--- config.mk ---
export PLATFORM = sky130hd
export DESIGN_NAME = adc_rd_ctrl
export DESIGN_NICKNAME = d
export VERILOG_FILES = /design/src/rtl/adc_rd_pkg.sv /design/src/rtl/adc_rd_cnt.sv /design/src/rtl/adc_rd_shreg.sv /design/src/rtl/adc_rd_ctrl.sv
export SDC_FILE = /design/constraint.sdc
export NUM_CORES = 1
export LEC_CHECK = 0
export BUFFER_PORTS_ARGS = -buffer_cell sky130_fd_sc_hd__buf_2
export CORE_MARGIN = 8
export CORE_UTILIZATION = 24
export CTS_CLUSTER_SIZE = 30
export DETAILED_ROUTE_END_ITERATION = 10
export GPL_TIMING_DRIVEN = 0
export HOLD_SLACK_MARGIN = 0.1
export PLACE_DENSITY = 0.5
export SYNTH_ARGS = -nofsm -noshare
export SYNTH_HDL_FRONTEND = slang
export SYNTH_SLANG_ARGS = --single-unit
export TNS_END_PERCENT = 100
--- constraint.sdc ---
create_clock -name clk -period 2.95 [get_ports clk]
set_input_delay 0.1475 -clock clk [delete_from_list [all_inputs] [get_ports clk]]
set_output_delay 0.1475 -clock clk [all_outputs]
set_load 0.1 [all_outputs]
--- src/rtl/adc_rd_pkg.sv ---
package adc_rd_pkg;
  typedef enum logic [2:0] {
    ST_IDLE    = 3'd0,
    ST_CONV    = 3'd1,
    ST_WAIT_LO = 3'd2,
    ST_WAIT_HI = 3'd3,
    ST_SHIFT   = 3'd4,
    ST_DONE    = 3'd5
  } rd_state_t;
endpackage

--- src/rtl/adc_rd_cnt.sv ---
// Cycle counter: hit is high in the cycle where the LIMIT-th enabled count ends.
module adc_rd_cnt #(
  parameter int LIMIT = 8
) (
  input  logic clk,
  input  logic rst,
  input  logic clr,
  input  logic en,
  output logic hit
);
  localparam int CW = (LIMIT > 1) ? $clog2(LIMIT) : 1;

  logic [CW-1:0] cnt;

  assign hit = en && (cnt == CW'(LIMIT - 1));

  always_ff @(posedge clk) begin
    if (rst || clr) cnt <= '0;
    else if (en)    cnt <= hit ? '0 : cnt + 1'b1;
  end
endmodule

--- src/rtl/adc_rd_shreg.sv ---
// MSB-first serial-in shift register.
module adc_rd_shreg #(
  parameter int W = 12
) (
  input  logic         clk,
  input  logic         rst,
  input  logic         en,
  input  logic         din,
  output logic [W-1:0] q
);
  always_ff @(posedge clk) begin
    if (rst)     q <= '0;
    else if (en) q <= {q[W-2:0], din};
  end
endmodule

--- src/rtl/adc_rd_ctrl.sv ---
module adc_rd_ctrl
  import adc_rd_pkg::*;
#(
  parameter int DATA_W       = 12,
  parameter int CONV_LOW_CYC = 8,
  parameter int SCLK_HALF    = 2,
  parameter int TIMEOUT_CYC  = 4096,
  parameter int SYNC_STAGES  = 2
) (
  input  logic                     clk,
  input  logic                     rst,
  input  logic                     start,
  input  logic                     adc_busy,
  input  logic                     adc_sdata,
  output logic                     adc_conv_n,
  output logic                     adc_cs_n,
  output logic                     adc_sclk,
  output logic signed [DATA_W-1:0] result,
  output logic                     result_valid,
  output logic                     idle,
  output logic                     timeout_err
);
  localparam int BIT_W = $clog2(DATA_W);

  rd_state_t state;
  logic [SYNC_STAGES-1:0] busy_sync;
  logic busy_s;
  logic [BIT_W-1:0] bit_cnt;
  logic [DATA_W-1:0] sh_q;

  logic conv_en, conv_clr, conv_hit;
  logic in_wait, tmo_clr, tmo_hit;
  logic ph_en, ph_clr, ph_hit;
  logic sh_en;

  // busy synchronizer
  always_ff @(posedge clk) begin
    if (rst) busy_sync <= '1;
    else     busy_sync <= {busy_sync[SYNC_STAGES-2:0], adc_busy};
  end
  assign busy_s = busy_sync[SYNC_STAGES-1];

  // convert strobe width
  assign conv_en  = (state == ST_CONV);
  assign conv_clr = !conv_en;
  adc_rd_cnt #(.LIMIT(CONV_LOW_CYC)) u_conv_cnt (
    .clk(clk), .rst(rst), .clr(conv_clr), .en(conv_en), .hit(conv_hit)
  );

  // busy watchdog, restarts in each wait phase
  assign in_wait = (state == ST_WAIT_LO) || (state == ST_WAIT_HI);
  assign tmo_clr = !in_wait || ((state == ST_WAIT_LO) && !busy_s) ||
                   ((state == ST_WAIT_HI) && busy_s);
  adc_rd_cnt #(.LIMIT(TIMEOUT_CYC)) u_tmo_cnt (
    .clk(clk), .rst(rst), .clr(tmo_clr), .en(in_wait), .hit(tmo_hit)
  );

  // serial clock half-period timer
  assign ph_en  = (state == ST_SHIFT);
  assign ph_clr = !ph_en;
  adc_rd_cnt #(.LIMIT(SCLK_HALF)) u_ph_cnt (
    .clk(clk), .rst(rst), .clr(ph_clr), .en(ph_en), .hit(ph_hit)
  );

  // sample on the edge that raises the serial clock
  assign sh_en = ph_hit && !adc_sclk;
  adc_rd_shreg #(.W(DATA_W)) u_shreg (
    .clk(clk), .rst(rst), .en(sh_en), .din(adc_sdata), .q(sh_q)
  );

  assign idle = (state == ST_IDLE);

  always_ff @(posedge clk) begin
    if (rst) begin
      state        <= ST_IDLE;
      adc_conv_n   <= 1'b1;
      adc_cs_n     <= 1'b1;
      adc_sclk     <= 1'b0;
      bit_cnt      <= '0;
      result       <= '0;
      result_valid <= 1'b0;
      timeout_err  <= 1'b0;
    end else begin
      result_valid <= 1'b0;
      case (state)
        ST_IDLE: if (start) begin
          adc_conv_n  <= 1'b0;
          timeout_err <= 1'b0;
          bit_cnt     <= '0;
          state       <= ST_CONV;
        end
        ST_CONV: if (conv_hit) begin
          adc_conv_n <= 1'b1;
          state      <= ST_WAIT_LO;
        end
        ST_WAIT_LO: begin
          if (!busy_s) state <= ST_WAIT_HI;
          else if (tmo_hit) begin
            timeout_err <= 1'b1;
            state       <= ST_IDLE;
          end
        end
        ST_WAIT_HI: begin
          if (busy_s) begin
            adc_cs_n <= 1'b0;
            state    <= ST_SHIFT;
          end else if (tmo_hit) begin
            timeout_err <= 1'b1;
            state       <= ST_IDLE;
          end
        end
        ST_SHIFT: if (ph_hit) begin
          if (!adc_sclk) adc_sclk <= 1'b1;
          else begin
            adc_sclk <= 1'b0;
            if (bit_cnt == BIT_W'(DATA_W - 1)) state <= ST_DONE;
            else bit_cnt <= bit_cnt + 1'b1;
          end
        end
        ST_DONE: begin
          result       <= signed'(sh_q);
          result_valid <= 1'b1;
          adc_cs_n     <= 1'b1;
          state        <= ST_IDLE;
        end
        default: state <= ST_IDLE;
      endcase
    end
  end
endmodule

[Word-level counts from Yosys, hierarchy flattened]
Cells that the tools add are included.
Cells by class
  add/sub/neg operators: 4
  equality and inequality tests: 17
  reductions and logical operators: 28
  multiplexer cells: 28
Operator list (number)
  $mux 3: 9
  $mux 4: 4
  $pmux 3 s5: 1
  $add 12x1->12 const B: 1
  $eq 12x12->1 const B: 1
  $mux 12: 1
  $ne 2x2->1 const B: 6
  $reduce_and 5->1: 2
  $eq 3x3->1 const B: 3
  $mux 1: 9
  $pmux 4 s2: 1
  $eq 3x2->1 const B: 2
  $logic_and 1x1->1: 6
  $logic_or 1x1->1: 6
  $ne 2x1->1 const B: 3
  $reduce_bool 2->1: 3
  $logic_not 1->1: 5
  $add 4x1->4 const B: 1
  $eq 4x4->1 const B: 1
  $pmux 1 s2: 2
  $reduce_and 2->1: 2
  $reduce_and 4->1: 1
  $add 3x1->3 const B: 1
  $eq 3x1->1 const B: 1
  5 further kinds: 5
Word-level totals
  bits of input ports: 5
  register bits: 54
  output and inout bits: 18
  word-level logic and storage cells: 90

[Logic depth before layout (Yosys ltp)]
  depth in word-level cells: 6
  depth in mapped cells: 6
  mapped depth without buffers: 6

[Cells and area by module]
Synthesis repeated with hierarchy kept, for this count alone.
Second synthesis, totals
  cells, all modules: 242
  area, all modules: 2329.7 µm²
Modules (own cells, without submodules)
  adc_rd_ctrl: times used 1, area an instance 1086.0 µm², cells each 117, seq. area each 520.5 µm²
  adc_rd_cnt at u_tmo_cnt: times used 1, area an instance 618.1 µm², cells each 67, seq. area each 240.2 µm²
  adc_rd_shreg: times used 1, area an instance 420.4 µm², cells each 38, seq. area each 240.2 µm²
  adc_rd_cnt at u_conv_cnt: times used 1, area an instance 158.9 µm², cells each 16, seq. area each 60.1 µm²
  adc_rd_cnt at u_ph_cnt: times used 1, area an instance 46.3 µm², cells each 4, seq. area each 20.0 µm²

[Least setup slack after synthesis]
No wires, ideal clock.
  kind: flip-flop to output port
  start: reg state[1]
  end: out idle
  data arrival time: 2747 ps
  path buffers: 2
  path slack: 55 ps
  cell stages (with the launch flop): 4
  data required time: 2803 ps
  cells stage by stage: dfxtp_1 -> clkbuf_1 -> clkbuf_1 -> nor3_1
On the way
  cells in the longest elaborated chain, start to end: 1
RTL lines
  start, declared: RTL line adc_rd_ctrl.sv:25  | rd_state_t state;
  start signal, assigned: RTL line adc_rd_ctrl.sv:75  | state <= ST_IDLE;
  start signal, assigned: RTL line adc_rd_ctrl.sv:90  | state <= ST_CONV;
  start signal, assigned: RTL line adc_rd_ctrl.sv:94  | state <= ST_WAIT_LO;
  $logic_not 3->1: RTL line adc_rd_ctrl.sv:71  | assign idle = (state == ST_IDLE);
  end, declared: RTL line adc_rd_ctrl.sv:20  | output logic idle,
Every way passes these cells.

[Final worst setup path]
Ends and elaborated chain as after synthesis.

==> flow_summary.json <==
{
  "skew_ns": 0.01082,
  "fin_crit_ns": 1.972,
  "drc": 0,
  "htree_levels": 2,
  "io_buffers": 21,
  "ir_drop_mv": 0.2117,
  "swShare_pct": 23.10,
  "routed_wirelength_um": 4403,
  "end_kind": "primary output",
  "synthToLayoutAreaGrowth_pct": 16.58,
  "postRouteAntennaNets": 0,
  "via_per_inst": 4.501,
  "worstHoldStart": "rst",
  "finalSetupTns_ns": 0,
  "synth_seq_cells": 54,
  "crit_required_ns": 2.80,
  "synth_largest_area_cell": "dfxtp_1",
  "slew_violations": 0,
  "netlist_area_sq_um": 2143,
  "comb_power_share_pct": 4.3,
  "period_share_pct": 66.84,
  "grt.total_usage_pct": 7.405,
  "wl_per_cell_um": 12.47,
  "async_reset_ff_share_pct": 0,
  "cts_tree": "yes",
  "synth_warnings": 0,
  "grt_pass1_wl_um": 7734,
  "dpl.hpwl_um": 3162,
  "antenna_found_initial": 0,
  "num_rows": 34,
  "numClockSinks": 54,
  "power_density_nw_per_um2": 490.1,
  "p_clk_share_pct": 35.5,
  "leakagePower_uw": 0.0009423,
  "first_pass_iters": 4,
  "num_io_pins": 23,
  "finish.net_count": 253,
  "syn-num-nets": 223,
  "drt_iter0_drc": 44,
  "gp_congestion": 0.7276,
  "setup_viol": 0,
  "whs_path_depth": 2,
  "die-height_um": 110.5,
  "synth_cells": 214,
  "insertion_delay_ns": 0.31,
  "reg2reg_from": "state[2]",
  "layout-drive-gt1-share_pct": 16.33,
  "finalPower_uw": 1225,
  "synth_ff_type": "dfxtp_1",
  "diodes": 0,
  "max_slew_margin_pct": 67.29,
  "overflow": 0,
  "intPower_uw": 941.8,
  "die_area_sq_um": 12210,
  "route.vias.total": 1589,
  "max_freq_mhz": 507.2,
  "clock-root-buffer": "clkbuf_8",
  "p_sw_uw": 282.8,
  "synth_edf_count": 0,
  "crit_type": "reg -> out",
  "cts_setup_buffers": 0,
  "ys_types": 41,
  "hp-class": "in -> reg",
  "placedCellCount": 343,
  "grt_pass1_vias": 1637,
  "synthTopCellsByArea": "dfxtp_1 50%, mux2i_1 6.5%, nor2_1 6.3%",
  "final_cells": 353,
  "syn_avg_cell_area_sq_um": 10.02,
  "power_frac_seq_pct": 60.1,
  "r2r_end": "u_shreg.q[1]",
  "core_sq_um": 8678,
  "min_to": "bit_cnt[1]",
  "rrSetupSlack_ns": 1.19,
  "cts_made_buffers": 5,
  "die_x_um": 110.5,
  "synth.most_common_cell": "dfxtp_1",
  "startpoint_type": "flop",
  "timing_hold_violations_final": 0,
  "crit_fanout": 10,
  "synthTopCellsByCount": "54 x dfxtp_1, 36 x nor2_1, 14 x mux2i_1",
  "status": "finished, final reports clean",
  "worstMarginPinSlew_ns": 0.4869,
  "worstRegToRegCells": 5,
  "clk_path_buf_depth": 2,
  "cap_violations": 0,
  "grt_max_degree": 17,
  "worstPathArrival_ns": 1.82,
  "initial_utilization_pct": 24.70,
  "cts.clk_slew.worst_paths_ns": 0.10,
  "rsz0062_at_grt": "no",
  "synth_seq_area_share_pct": 50.44,
  "yosysTopAreaCellShare_pct": 50.44
}
==> cells by family after synthesis <==
group | synth area share, %
buffers and inverters | 3.152
muxes | 7.063
AOI/OAI and AO/OA | 10.16
xor gates and xnor gates | 5.721
adders and majority gates | 2.335
DFF | 50.44
and+or+nand+nor | 21.13
==> power groups by stage <==
| stage | registers [uW] | logic [uW] | clock network (uW) |
|---|---|---|---|
| floorplan | 760 | 31.5 | 0 |
| global placement | 754 | 51.4 | 0 |
| detailed placement | 753 | 51.5 | 0 |
| CTS | 737 | 53.9 | 460 |
| global route | 737 | 57.8 | 477 |
| finish | 736 | 52.9 | 435 |
==> what timing repair did <==
| item | in CTS | in global routing |
|---|---|---|
| hold buffers | 2 | 0 |
| endpoints found under the hold margin | 2 | 0 |
| gates resized for setup | 0 | 0 |
==> how the worst max path moves through the flow <==
stage / from / to / cells after the start
floorplan: state[1] / idle / 3
global placement: state[1] / result[7] / 5
detailed placement: state[1] / result[1] / 5
CTS: state[1] / idle / 4
global route: state[1] / idle / 4
finish: state[1] / idle / 4
==> worst max-delay path, stage by stage, from the launching register on <==
cell and delay, ns:
dfxtp_1 0.38, clkbuf_1 0.35, clkbuf_1 0.37, nor3_1 0.09
buf_2 0.31
==> cell usage in the layout (no fill, tap or decap), types with 2 or more instances in the layout <==
cell type      instances
a21oi_1                2
a22o_1                12
and2_1                 2
buf_2                 21
buf_4                  2
clkbuf_1               9
clkbuf_8               6
dfxtp_1               54
dlygate4sd3_1          2
ha_1                   4
inv_1                  5
mux2i_1               14
nand2_1               11
nand2b_1               2
nand3_1                7
nand3b_1               2
nand4_1                3
nor2_1                36
nor2b_1                4
nor3_1                 5
nor4_1                 2
or2_2                  2
or4_1                  2
or4b_2                 3
xnor2_1                5
xor2_1                 9
==> state kept, by name (all words and copies together), names as in the netlist <==
register and cells:
u_tmo_cnt.cnt 12, timeout_err 1, adc_sclk 1, u_shreg.q 12, bit_cnt 4, adc_conv_n 1
result_valid 1, adc_cs_n 1, u_conv_cnt.cnt 3, busy_sync 2, state 3, result 12
u_ph_cnt.cnt 1
==> through the flow <==
step                worst slack (ns)  instance area (sq um)  util [%]  hold slack (ns)
finish                        0.9783                   2499     28.79           0.2383
global placement               1.139                   2384     27.47           0.3323
CTS                           0.9453                   2499     28.79           0.2414
global route                  0.8239                   2499     28.79           0.2811
detailed placement             1.173                   2384     27.47           0.3342
floorplan                    0.05533                   2143         -           0.2513
==> layer usage <==
| metal | vias up | track usage (%) | share of wire (%) |
|---|---|---|---|
| met2 | 35 | 11.84 | 45 |
| li1 | 805 | - | - |
| met5 | - | 0 | 0 |
| met3 | 6 | 2.868 | 5.8 |
| met1 | 743 | 8.649 | 48 |
| met4 | 0 | 2.973 | 1.7 |
==> final cells by class <==
type / count / area (sq um)
plain buffers: 11 / 48.80
multi-input cells: 144 / 994.7
clock inverters: 1 / 8.758
repair buffers: 23 / 125.1
well taps: 108 / 135.1
fillers: 944 / 6180
inverters: 5 / 18.77
clock buffers: 7 / 86.33
flip-flops and latches: 54 / 1081
No activity file was read; power rests on OpenSTA's default activity.
